<file path="src/rtl/pcm_power_ctl.sv">
module pcm_power_ctl #(
  parameter int CLK_LOSS   = 1024,
  parameter int SYNC_LOSS  = 12000,
  parameter int QUAL_EDGES = 3
) (
  input  logic       clk,
  input  logic       rst_n,
  input  logic       op_enable,
  input  logic       bit_clk,
  input  logic       tx_sync,
  output logic [1:0] state_o,
  output logic       pcm_hiz_o,
  output logic       aout_park_o,
  output logic       frame_rst_o
);
  localparam int CW = $clog2(CLK_LOSS + 1);
  localparam int SW = $clog2(SYNC_LOSS + 1);
  localparam int QW = $clog2(QUAL_EDGES + 1);

  typedef enum logic [1:0] {ST_DOWN = 2'd0, ST_SAVE = 2'd1, ST_ACTIVE = 2'd2} pstate_t;

  pstate_t        st, nxt;
  logic [2:0]     bck_sh, syn_sh;
  logic [1:0]     en_sh;
  logic [CW-1:0]  bck_idle;
  logic [SW-1:0]  syn_idle;
  logic [QW-1:0]  qual;

  wire bck_edge = bck_sh[2] ^ bck_sh[1];
  wire syn_edge = syn_sh[2] ^ syn_sh[1];
  wire syn_rise = syn_sh[1] & ~syn_sh[2];
  wire bck_lost = (bck_idle == CW'(CLK_LOSS));
  wire syn_lost = (syn_idle == SW'(SYNC_LOSS));
  wire en_ok    = en_sh[1];
  wire qual_hit = syn_rise && !bck_lost && (qual == QW'(QUAL_EDGES - 1));

  always_ff @(posedge clk or negedge rst_n) begin
    if (!rst_n) begin
      bck_sh <= '0;
      syn_sh <= '0;
      en_sh  <= '0;
    end else begin
      bck_sh <= {bck_sh[1:0], bit_clk};
      syn_sh <= {syn_sh[1:0], tx_sync};
      en_sh  <= {en_sh[0], op_enable};
    end
  end

  always_ff @(posedge clk or negedge rst_n) begin
    if (!rst_n) begin
      bck_idle <= CW'(CLK_LOSS);
      syn_idle <= SW'(SYNC_LOSS);
    end else begin
      if (bck_edge)       bck_idle <= '0;
      else if (!bck_lost) bck_idle <= bck_idle + 1'b1;
      if (syn_edge)       syn_idle <= '0;
      else if (!syn_lost) syn_idle <= syn_idle + 1'b1;
    end
  end

  always_ff @(posedge clk or negedge rst_n) begin
    if (!rst_n)                                 qual <= '0;
    else if (st != ST_SAVE)                     qual <= '0;
    else if (syn_rise && !bck_lost)             qual <= (qual == QW'(QUAL_EDGES)) ? qual : qual + 1'b1;
    else if (bck_lost || syn_lost)              qual <= '0;
  end

  always_comb begin
    nxt = st;
    if (!en_ok) nxt = ST_DOWN;
    else begin
      case (st)
        ST_DOWN:   nxt = ST_SAVE;
        ST_SAVE:   if (qual_hit) nxt = ST_ACTIVE;
        ST_ACTIVE: if (bck_lost || syn_lost) nxt = ST_SAVE;
        default:   nxt = ST_DOWN;
      endcase
    end
  end

  always_ff @(posedge clk or negedge rst_n) begin
    if (!rst_n) begin
      st          <= ST_DOWN;
      frame_rst_o <= 1'b0;
    end else begin
      st          <= nxt;
      frame_rst_o <= (nxt == ST_ACTIVE) && (st != ST_ACTIVE);
    end
  end

  assign state_o     = st;
  assign pcm_hiz_o   = (st != ST_ACTIVE);
  assign aout_park_o = (st != ST_ACTIVE);

  a_r1_down_when_disabled: assert property (@(posedge clk) disable iff (!rst_n)
    !en_ok |=> st == ST_DOWN);
  a_r2_bclk_loss_exits: assert property (@(posedge clk) disable iff (!rst_n)
    (bck_lost && st == ST_ACTIVE) |=> st != ST_ACTIVE);
  a_r3_sync_loss_exits: assert property (@(posedge clk) disable iff (!rst_n)
    (syn_lost && st == ST_ACTIVE) |=> st != ST_ACTIVE);
  a_r4_active_from_save: assert property (@(posedge clk) disable iff (!rst_n)
    (st == ST_ACTIVE && $past(st) != ST_ACTIVE) |-> $past(st) == ST_SAVE);
  a_r4_legal_code: assert property (@(posedge clk) disable iff (!rst_n)
    state_o != 2'b11);
  a_r6_pulse_on_entry: assert property (@(posedge clk) disable iff (!rst_n)
    frame_rst_o |-> (st == ST_ACTIVE && $past(st) != ST_ACTIVE));
  a_r6_entry_has_pulse: assert property (@(posedge clk) disable iff (!rst_n)
    (st == ST_ACTIVE && $past(st) != ST_ACTIVE) |-> frame_rst_o);
endmodule

</file>
<file path="config.mk">
export PLATFORM = sky130hd
export DESIGN_NAME = pcm_power_ctl
export DESIGN_NICKNAME = d
export VERILOG_FILES = /design/src/rtl/pcm_power_ctl.sv
export SDC_FILE = /design/constraint.sdc
export NUM_CORES = 1
export LEC_CHECK = 0
export ABC_CLOCK_PERIOD_IN_PS = 4960
export CORE_ASPECT_RATIO = 1.5
export CORE_MARGIN = 2
export CORE_UTILIZATION = 30
export DETAILED_ROUTE_END_ITERATION = 10
export PLACE_DENSITY_LB_ADDON = 0.25
export SYNTH_ARGS = -nofsm -noshare
export SYNTH_HDL_FRONTEND = slang
export SYNTH_SLANG_ARGS = --single-unit
</file>
<file path="constraint.sdc">
create_clock -name clk -period 4.96 [get_ports clk]
set_input_delay 0.992 -clock clk [delete_from_list [all_inputs] [get_ports clk]]
set_output_delay 0.992 -clock clk [all_outputs]
set_load 0.005 [all_outputs]
</file>
==> impl_metrics.yaml, run 1 <==
pwr:
  seq_power_share_pct: 57.2
  pwr-share-comb_pct: 8.3
  powerDensity_mw_per_mm2: 286
  swShare_pct: 24.2
  p_leak_nw: 0.866
  vdd_drop_max_uv: 109
  p_int_uw: 445
  power.switching_uw: 142
  pwr-share-clk_pct: 34.5
placed_design:
  pre_cts_ws_ns: 2.91
  gp_congestion: 0.673
  portBuffers: 9
  dp_hpwl_mm: 2.08
cts:
  cts_root_buf: "clkbuf_8"
  htreeDepth: 2
  hold_buffers: 0
  cts.clk_slew.worst_paths_ns: 0.07
  postCtsSetupBuffers: 0
  tritoncts: "done"
  cts-resized-gates: 0
  clk_latency_ns: 0.28
  clock_path_buffers: 2
  cts_inserted_buffers: 5
  cts_num_sinks: 38
synth:
  synth_seq_area_share_pct: 52.9
  ys_types: 33
  synth.most_common_cell: "dfrtp_1"
  synth_edf_count: 0
  synth.area.top_cells: "dfrtp_1 41%, dfstp_2 12%, xor2_1 5.3%"
  synth.cell_area_mm2: 0.00182
  avgSynthCellArea_um2: 10.7
  synth_seq_cells: 38
  ys_warn_count: 0
  synth_fp_nets: 182
  synthArstFlopShare_pct: 100
  synth_common_cells: "30 x dfrtp_1, 11 x nand2_1, 11 x xor2_1, 10 x and2_1, 10 x nor2_1"
  synth.largest_area_cell: "dfrtp_1"
  synthCells: 170
  synth_top_area_share_pct: 41.3
  yosys_most_used_dff: "dfrtp_1"
layout:
  nets: 194
  n_antenna_cell: 0
  fillers: 584
  area_delta_synth_final_pct: 12.6
  drive_gt1_share_pct: 8.74
grt:
  grt_pass1_wl_mm: 5.49
  grt_util_met1_pct: 12.6
  grt_remaining_overflow: 0
  grt_max_degree: 39
  antenna_found_initial: 0
  grt-busiest-layer: "met2"
  grt_pass1_vias: 1233
  grtUsageMet3_pct: 2.71
  use_met2_pct: 17.6
  gr-usage-all-layers_pct: 10.9
setup_path:
  path_max_fanout: 6
  crit_arrival_ns: 1.35
  worstSetupPathType: "reg2out"
  crit_path_end_kind: "output port"
  r2r-end: "syn_idle[0]"
  r2r-start: "syn_idle[0]"
  crit_path_start_kind: "flip-flop"
  cp.required_ns: 3.97
  ff2ff_setup_slack_ns: 3.06
  worstRegToRegCells: 6
sta:
  setup_ws_ns: 2.62
  worstMarginPinSlew_ns: 0.865
  setup-violations-final: 0
  setup_tns_ns: 0
  hold_violations: 0
  slew-limit-headroom_pct: 42.3
  fin_crit_ns: 2.34
  rsz0062_at_grt: "false"
  min_period_over_period_pct: 47.3
  finalClockSkew_ns: 0.00336
  slew_viol_final: 0
  max_freq_ghz: 0.427
floorplanning:
  ios: 10
  die_w_um: 67.6
  core_mm2: 0.00583
  placement_rows: 34
  start_util_pct: 31.2
  dieArea_mm2: 0.00671
  die_h_um: 99.3
min_path:
  hold_path_class: "reg2reg"
  holdPathStages: 0
  holdPathEnd: "syn_sh[1]"
  worst_hold_startpoint: "syn_sh[0]"
drt:
  drt-total-wl_mm: 3.06
  postRouteAntennaNets: 0
  drt_first_pass_iters: 4
  drc_errors: 0
  drtIter0Drc: 36
  wl_per_cell_um: 12.0
  via_count: 1203
  vias_per_cell: 4.72
run:
  maxCapViolCount: 0
status:
  outcome: "complete, no violations"
==> critical path: stages (launching register included) <==
cell and delay, ns:
dfrtp_1 0.41, nand2b_1 0.16, clkdlybuf4s50_1 0.50
==> worst max path at each step <==
stage	startpoint	endpoint	depth (start not counted)
after floorplan	syn_idle[3]	syn_idle[0]	5
after global placement	state_o[0]	aout_park_o	2
after detailed placement	state_o[0]	aout_park_o	2
after CTS	state_o[0]	aout_park_o	2
after global routing	state_o[0]	aout_park_o	2
final	state_o[0]	pcm_hiz_o	2
==> layout by cell type (no fill, tap or decap) <==
| master | n |
|---|---|
| a21oi_1 | 5 |
| nand4_1 | 5 |
| and2_1 | 10 |
| nor3_1 | 7 |
| xnor2_1 | 8 |
| and3_1 | 2 |
| nor2b_1 | 2 |
| ha_1 | 7 |
| dfstp_2 | 8 |
| xor2_1 | 11 |
| inv_1 | 9 |
| clkbuf_8 | 5 |
| or3_1 | 5 |
| mux2i_1 | 2 |
| nand2_1 | 11 |
| nor3b_1 | 1 |
| nand3_1 | 7 |
| nand3b_1 | 3 |
| nor4_1 | 4 |
| and4_1 | 3 |
| nand2b_1 | 2 |
| o21ai_0 | 5 |
| nand3_2 | 1 |
| or2b_1 | 1 |
| nand4b_1 | 1 |
| a21boi_0 | 3 |
| nor2_1 | 10 |
| nand4bb_1 | 1 |
| dfrtp_1 | 30 |
| nand4_2 | 1 |
| clkbuf_1 | 3 |
| clkdlybuf4s50_1 | 8 |
| or4_1 | 1 |
| buf_2 | 1 |
==> registers in the layout (all words and copies together) (netlist names) <==
register     count
bck_idle        11
bck_sh           3
en_sh            2
frame_rst_o      1
qual             2
state_o          2
syn_idle        14
syn_sh           3
==> layout make-up <==
type | instances | area, µm² | share of cell area (%)
tap | 72 | 90.1 | 4.40
timing repair buffer | 9 | 85.1 | 4.16
inverter | 9 | 33.8 | 1.65
clock buffer | 8 | 80.1 | 3.91
multi-input combinational | 119 | 797 | 38.9
sequential | 38 | 961 | 46.9
==> logic make-up after synthesis <==
kind of cell               after synthesis  synth area share, %
and+or+nand+nor                         78                 24.8
DFF                                     38                 52.9
xor gates and xnor gates                19                 9.15
AOI/OAI and AO/OA                       13                 3.99
buffers and inverters                   13                 3.30
adders and majority gates                7                 4.82
muxes                                    2                 1.10
==> metrics by stage <==
step                cells  power [mW]  hold WS, ns  util [%]  cell area (µm²)
global placement      247       0.391        0.334      33.7             1970
global route          255       0.619        0.360      35.1             2050
CTS                   255       0.600        0.351      35.1             2050
finish                255       0.586        0.349      35.1             2050
floorplan             170       0.371        0.331         -             1820
detailed placement    247       0.392        0.335      33.7             1970
==> power by group through the flow <==
stage / logic (mW) / clock network, mW / registers, mW
finish: 0.0488 / 0.202 / 0.335
global route: 0.0578 / 0.223 / 0.338
CTS: 0.0510 / 0.214 / 0.335
detailed placement: 0.0506 / 0 / 0.341
global placement: 0.0499 / 0 / 0.341
floorplan: 0.0333 / 0 / 0.338
==> routing by layer <==
layer / vias to the layer above / part of all wire, %
met5: - / 0
met4: 0 / 2.2
met3: 4 / 2.7
met2: 12 / 51
met1: 582 / 44
li1: 605 / -
No activity file was read; power rests on OpenSTA's default activity.
==> inputs of run 2 (changes only) <==
--- a/config.mk
+++ b/config.mk
@@ -5,7 +5,7 @@
 export SDC_FILE = /design/constraint.sdc
 export NUM_CORES = 1
 export LEC_CHECK = 0
-export ABC_CLOCK_PERIOD_IN_PS = 4960
+export ABC_CLOCK_PERIOD_IN_PS = 1900
 export CORE_ASPECT_RATIO = 1.5
 export CORE_MARGIN = 2
 export CORE_UTILIZATION = 30
==> constraint.sdc (replaced) <==
create_clock -name clk -period 1.9 [get_ports clk]
set_input_delay 0.38 -clock clk [delete_from_list [all_inputs] [get_ports clk]]
set_output_delay 0.38 -clock clk [all_outputs]
set_load 0.005 [all_outputs]
==> impl_metrics.yaml, run 2 (same netlist as run 1, synthesis figures left out) <==
status:
  outcome: "complete, no violations"
sta:
  finalClockSkew_ns: 0.00761
  max_freq_ghz: 0.567
  slew-limit-headroom_pct: 67.8
  hold_violations: 0
  slew_viol_final: 0
  min_period_over_period_pct: 92.9
  setup-violations-final: 0
  worstMarginPinSlew_ns: 0.483
  fin_crit_ns: 1.76
  setup_tns_ns: 0
  rsz0062_at_grt: "false"
drt:
  drt_first_pass_iters: 4
  drtIter0Drc: 66
  via_count: 1233
  drt-total-wl_mm: 3.18
  drc_errors: 0
  wl_per_cell_um: 12.3
  vias_per_cell: 4.76
  postRouteAntennaNets: 0
cts:
  clk_latency_ns: 0.29
  tritoncts: "done"
  postCtsSetupBuffers: 0
  cts_root_buf: "clkbuf_8"
  cts_inserted_buffers: 5
  clock_path_buffers: 2
  htreeDepth: 2
  cts_num_sinks: 38
  cts.clk_slew.worst_paths_ns: 0.08
setup_path:
  cp.required_ns: 2.08
  path_max_fanout: 7
  crit_arrival_ns: 1.95
  worstRegToRegCells: 6
  crit_path_end_kind: "flip-flop"
  worstSetupPathType: "reg2reg"
  crit_path_start_kind: "flip-flop"
floorplanning:
  placement_rows: 34
  dieArea_mm2: 0.00671
  ios: 10
  start_util_pct: 31.2
  die_h_um: 99.3
  die_w_um: 67.6
  core_mm2: 0.00583
layout:
  largest_reg_flops: 14
  final_cell_mix: "30 x dfrtp_1, 11 x nand2_1, 11 x xor2_1, 10 x nor2_1, 10 x and2_1"
  finish.utilization_pct: 35.9
  stdcell_area_mm2: 0.00209
  reg_top3: "syn_idle (14), bck_idle (11)"
  final_common_cell: "dfrtp_1"
  n_antenna_cell: 0
  regMostFlops: "syn_idle"
  nets: 198
  fillers: 574
  area_delta_synth_final_pct: 15.0
  drive_gt1_share_pct: 11.8
pwr:
  p_leak_nw: 0.894
  powerDensity_mw_per_mm2: 759
  power.switching_uw: 384
  pwr-share-comb_pct: 8.8
  pwr-share-clk_pct: 36.1
  vdd_drop_max_uv: 262
  p_int_mw: 1.20
  swShare_pct: 24.2
  seq_power_share_pct: 55.0
placed_design:
  gp_congestion: 0.723
  dp_hpwl_mm: 2.19
  portBuffers: 9
  place_area_mm2: 0.00200
grt:
  gr-usage-all-layers_pct: 11.4
  antenna_found_initial: 0
  grt_remaining_overflow: 0
  grt_pass1_vias: 1258
  grt_pass1_wl_mm: 5.71
  grt_max_degree: 39
min_path:
  hold_path_class: "in2async"
run:
  maxCapViolCount: 0
## run 2: layout make-up
| type | count | area (µm²) | area share [%] |
|---|---|---|---|
| Clock buffer | 8 | 90.1 | 4.31 |
| Multi-Input combinational cell | 119 | 801 | 38.3 |
| Sequential cell | 38 | 961 | 46.0 |
| Timing Repair Buffer | 13 | 115 | 5.51 |
| Tap cell | 72 | 90.1 | 4.31 |
| Inverter | 9 | 33.8 | 1.62 |
## run 2: worst paths after layout
kind,slack [ns],endpoint,start
worst max-delay path,0.14,syn_idle[0],syn_idle[0]
max in group asynchronous,1.40,syn_idle[13],rst_n
worst max register to register,0.14,syn_idle[0],syn_idle[0]
min in group clk,0.35,bck_sh[1],bck_sh[0]
worst min-delay path,0.14,bck_idle[4],rst_n
worst min register to register,0.35,bck_sh[1],bck_sh[0]
## run 2: worst max-delay path: stages (launching register included)
cell and delay [ns]:
dfrtp_1 0.40, inv_1 0.09, ha_1 0.15, nand4bb_1 0.10, or4_4 0.61, xnor2_1 0.15, and2_1 0.15
## run 2: timing repair
item,in CTS,in global routing
hold buffers,0,0
gates resized for setup,0,1
endpoints found under the setup margin,0,7
## run 2: power groups by stage
stage          Combinational [mW]  Sequential, mW  Clock (mW)
2_1_floorplan              0.0870           0.883           0
3_3_place_gp                0.144           0.888           0
3_5_place_dp                0.144           0.889           0
4_1_cts                     0.146           0.874       0.605
5_1_grt                     0.164           0.881       0.623
6_report                    0.140           0.873       0.574
## run 2: layer usage
metal / wire [µm] / GRT usage (%) / vias up
li1: - / - / 613
met1: 1330 / 13.2 / 595
met2: 1660 / 18.9 / 20
met3: 110 / 2.71 / 5
met4: 80 / 6.12 / 0
met5: 0 / 0 / -
## run 2: through the flow
| step | hold WS (ns) | setup WS [ns] | power (mW) | std cells |
|---|---|---|---|---|
| finish | 0.136 | 0.136 | 1.59 | 259 |
| global route | 0.175 | 0.0471 | 1.67 | 259 |
| CTS | 0.145 | 0.00887 | 1.63 | 259 |
| detailed placement | 0.336 | 0.0275 | 1.03 | 251 |
| global placement | 0.334 | 0.0823 | 1.03 | 251 |
| floorplan | 0.0844 | 0.159 | 0.970 | 170 |
==> inputs of run 3 (changes only) <==
--- a/config.mk
+++ b/config.mk
@@ -6,6 +6,8 @@
 export NUM_CORES = 1
 export LEC_CHECK = 0
 export ABC_CLOCK_PERIOD_IN_PS = 1900
+export CELL_PAD_IN_SITES_DETAIL_PLACEMENT = 1
+export CELL_PAD_IN_SITES_GLOBAL_PLACEMENT = 1
 export CORE_ASPECT_RATIO = 1.5
 export CORE_MARGIN = 2
 export CORE_UTILIZATION = 30
==> impl_metrics.yaml, run 3 (same netlist as run 1, synthesis figures left out) <==
setup_path:
  path_max_fanout: 7
  startpoint: "syn_idle[0]"
  crit_path_start_kind: "flip-flop"
  crit_arrival_ns: 1.96
  r2r-start: "syn_idle[0]"
  worstSetupPathType: "reg2reg"
  cp.required_ns: 2.08
  ff2ff_setup_slack_ns: 0.12
  crit_path_end_kind: "flip-flop"
  worstRegToRegCells: 6
  r2r-end: "syn_idle[0]"
placed_design:
  pre_cts_ws_ns: -0.00958
  dp_hpwl_mm: 2.59
  gp_congestion: 0.767
  portBuffers: 9
floorplanning:
  placement_rows: 34
  die_h_um: 99.3
  start_util_pct: 31.2
  die_w_um: 67.6
  core_mm2: 0.00583
  ios: 10
  dieArea_mm2: 0.00671
cts:
  cts.clk_slew.worst_paths_ns: 0.08
  cts_inserted_buffers: 5
  postCtsSetupBuffers: 0
  hold_buffers: 0
  clock_path_buffers: 2
  tritoncts: "done"
  htreeDepth: 2
  cts_root_buf: "clkbuf_8"
  cts_num_sinks: 38
  clk_latency_ns: 0.29
sta:
  setup_ws_ns: 0.118
  fin_crit_ns: 1.78
  max_freq_ghz: 0.561
  rsz0062_at_grt: "false"
  min_period_over_period_pct: 93.8
  worstMarginPinSlew_ns: 0.481
  hold_violations: 0
  slew-limit-headroom_pct: 67.9
  finalClockSkew_ns: 0.00569
  slew_viol_final: 0
  setup-violations-final: 0
  holdWs_ns: 0.126
grt:
  grt_pass1_wl_mm: 6.43
  grt_remaining_overflow: 0
  antenna_found_initial: 0
  grt_pass1_vias: 1363
  grt_max_degree: 39
  gr-usage-all-layers_pct: 12.6
layout:
  drive_gt1_share_pct: 12.8
  area_delta_synth_final_pct: 15.4
  n_antenna_cell: 0
  nets: 198
  final_common_cell: "dfrtp_1"
  final_cell_mix: "30 x dfrtp_1, 11 x nand2_1, 11 x xor2_1, 10 x nor2_1, 10 x and2_1"
  seq_area_um2: 961
  reg_top3: "syn_idle (14), bck_idle (11)"
  finish.utilization_pct: 36.0
  regMostFlops: "syn_idle"
  fillers: 657
  largest_reg_flops: 14
  multiInputGateArea_um2: 807
pwr:
  vdd_drop_max_uv: 313
  p_leak_nw: 0.898
  powerDensity_mw_per_mm2: 762
  fin_total_pwr_mw: 1.60
drt:
  drt-total-wl_mm: 3.61
  wl_per_cell_um: 13.9
  drtIter0Drc: 61
  vias_per_cell: 4.86
  drt_first_pass_iters: 4
  postRouteAntennaNets: 0
  via_count: 1258
  drc_errors: 0
status:
  outcome: "complete, no violations"
min_path:
  hold_path_class: "in2async"
run:
  maxCapViolCount: 0
[run 3: changes by cell type in the layout (fill, tap and decap cells not counted)]
| cell | before | now |
|---|---|---|
| nor4_2 | 0 | 1 |
| clkbuf_1 | 2 | 1 |
| nor4_1 | 4 | 3 |
| clkinv_2 | 0 | 1 |
[run 3: area by class of cell]
class	instances	area share [%]
clock buffers	7	4.11
clock inverters	1	0.239
inverters	9	1.61
multi-input cells	119	38.5
flip-flops and latches	38	45.8
well taps	72	4.29
repair buffers	13	5.49
[run 3: worst max path at each step]
stage,end,depth (start not counted)
CTS,syn_idle[0],6
global placement,syn_idle[0],6
floorplan,syn_idle[0],5
finish,syn_idle[0],6
detailed placement,syn_idle[0],6
global route,syn_idle[0],6
[run 3: report_power, final]
part	leakage, nW	internal (mW)	switching, mW
Clock	0.0482	0.293	0.283
Combinational	0.375	0.0663	0.0820
Sequential	0.475	0.842	0.0319
Total	0.898	1.20	0.397
[run 3: what timing repair did]
action	CTS	global route
endpoints found under the setup margin	1	1
gates resized for setup	1	1
pin swaps	0	0
hold endpoints to repair	0	0
[run 3: through the flow]
stage	TNS [ns]	area [µm²]	std cells
after global routing	0	2100	259
after detailed placement	-0.00958	2000	251
final	0	2100	259
after floorplan	0	1820	170
after global placement	0	2000	251
after CTS	0	2090	259
[run 3: critical path: stages (launching register included)]
cell	delay, ns
dfrtp_1	0.41
inv_1	0.10
ha_1	0.15
nand4bb_1	0.10
or4_4	0.62
xnor2_1	0.15
and2_1	0.15
[run 3: metal layers]
layer / part of all wire [%] / vias up / routed length (µm) / global-route usage (%)
met5: 0 / - / 0 / 0
met4: 2.0 / 0 / 71 / 5.65
met3: 2.2 / 6 / 79 / 3.05
met2: 54 / 12 / 1940 / 21.3
met1: 42 / 630 / 1520 / 14.7
li1: - / 610 / - / -
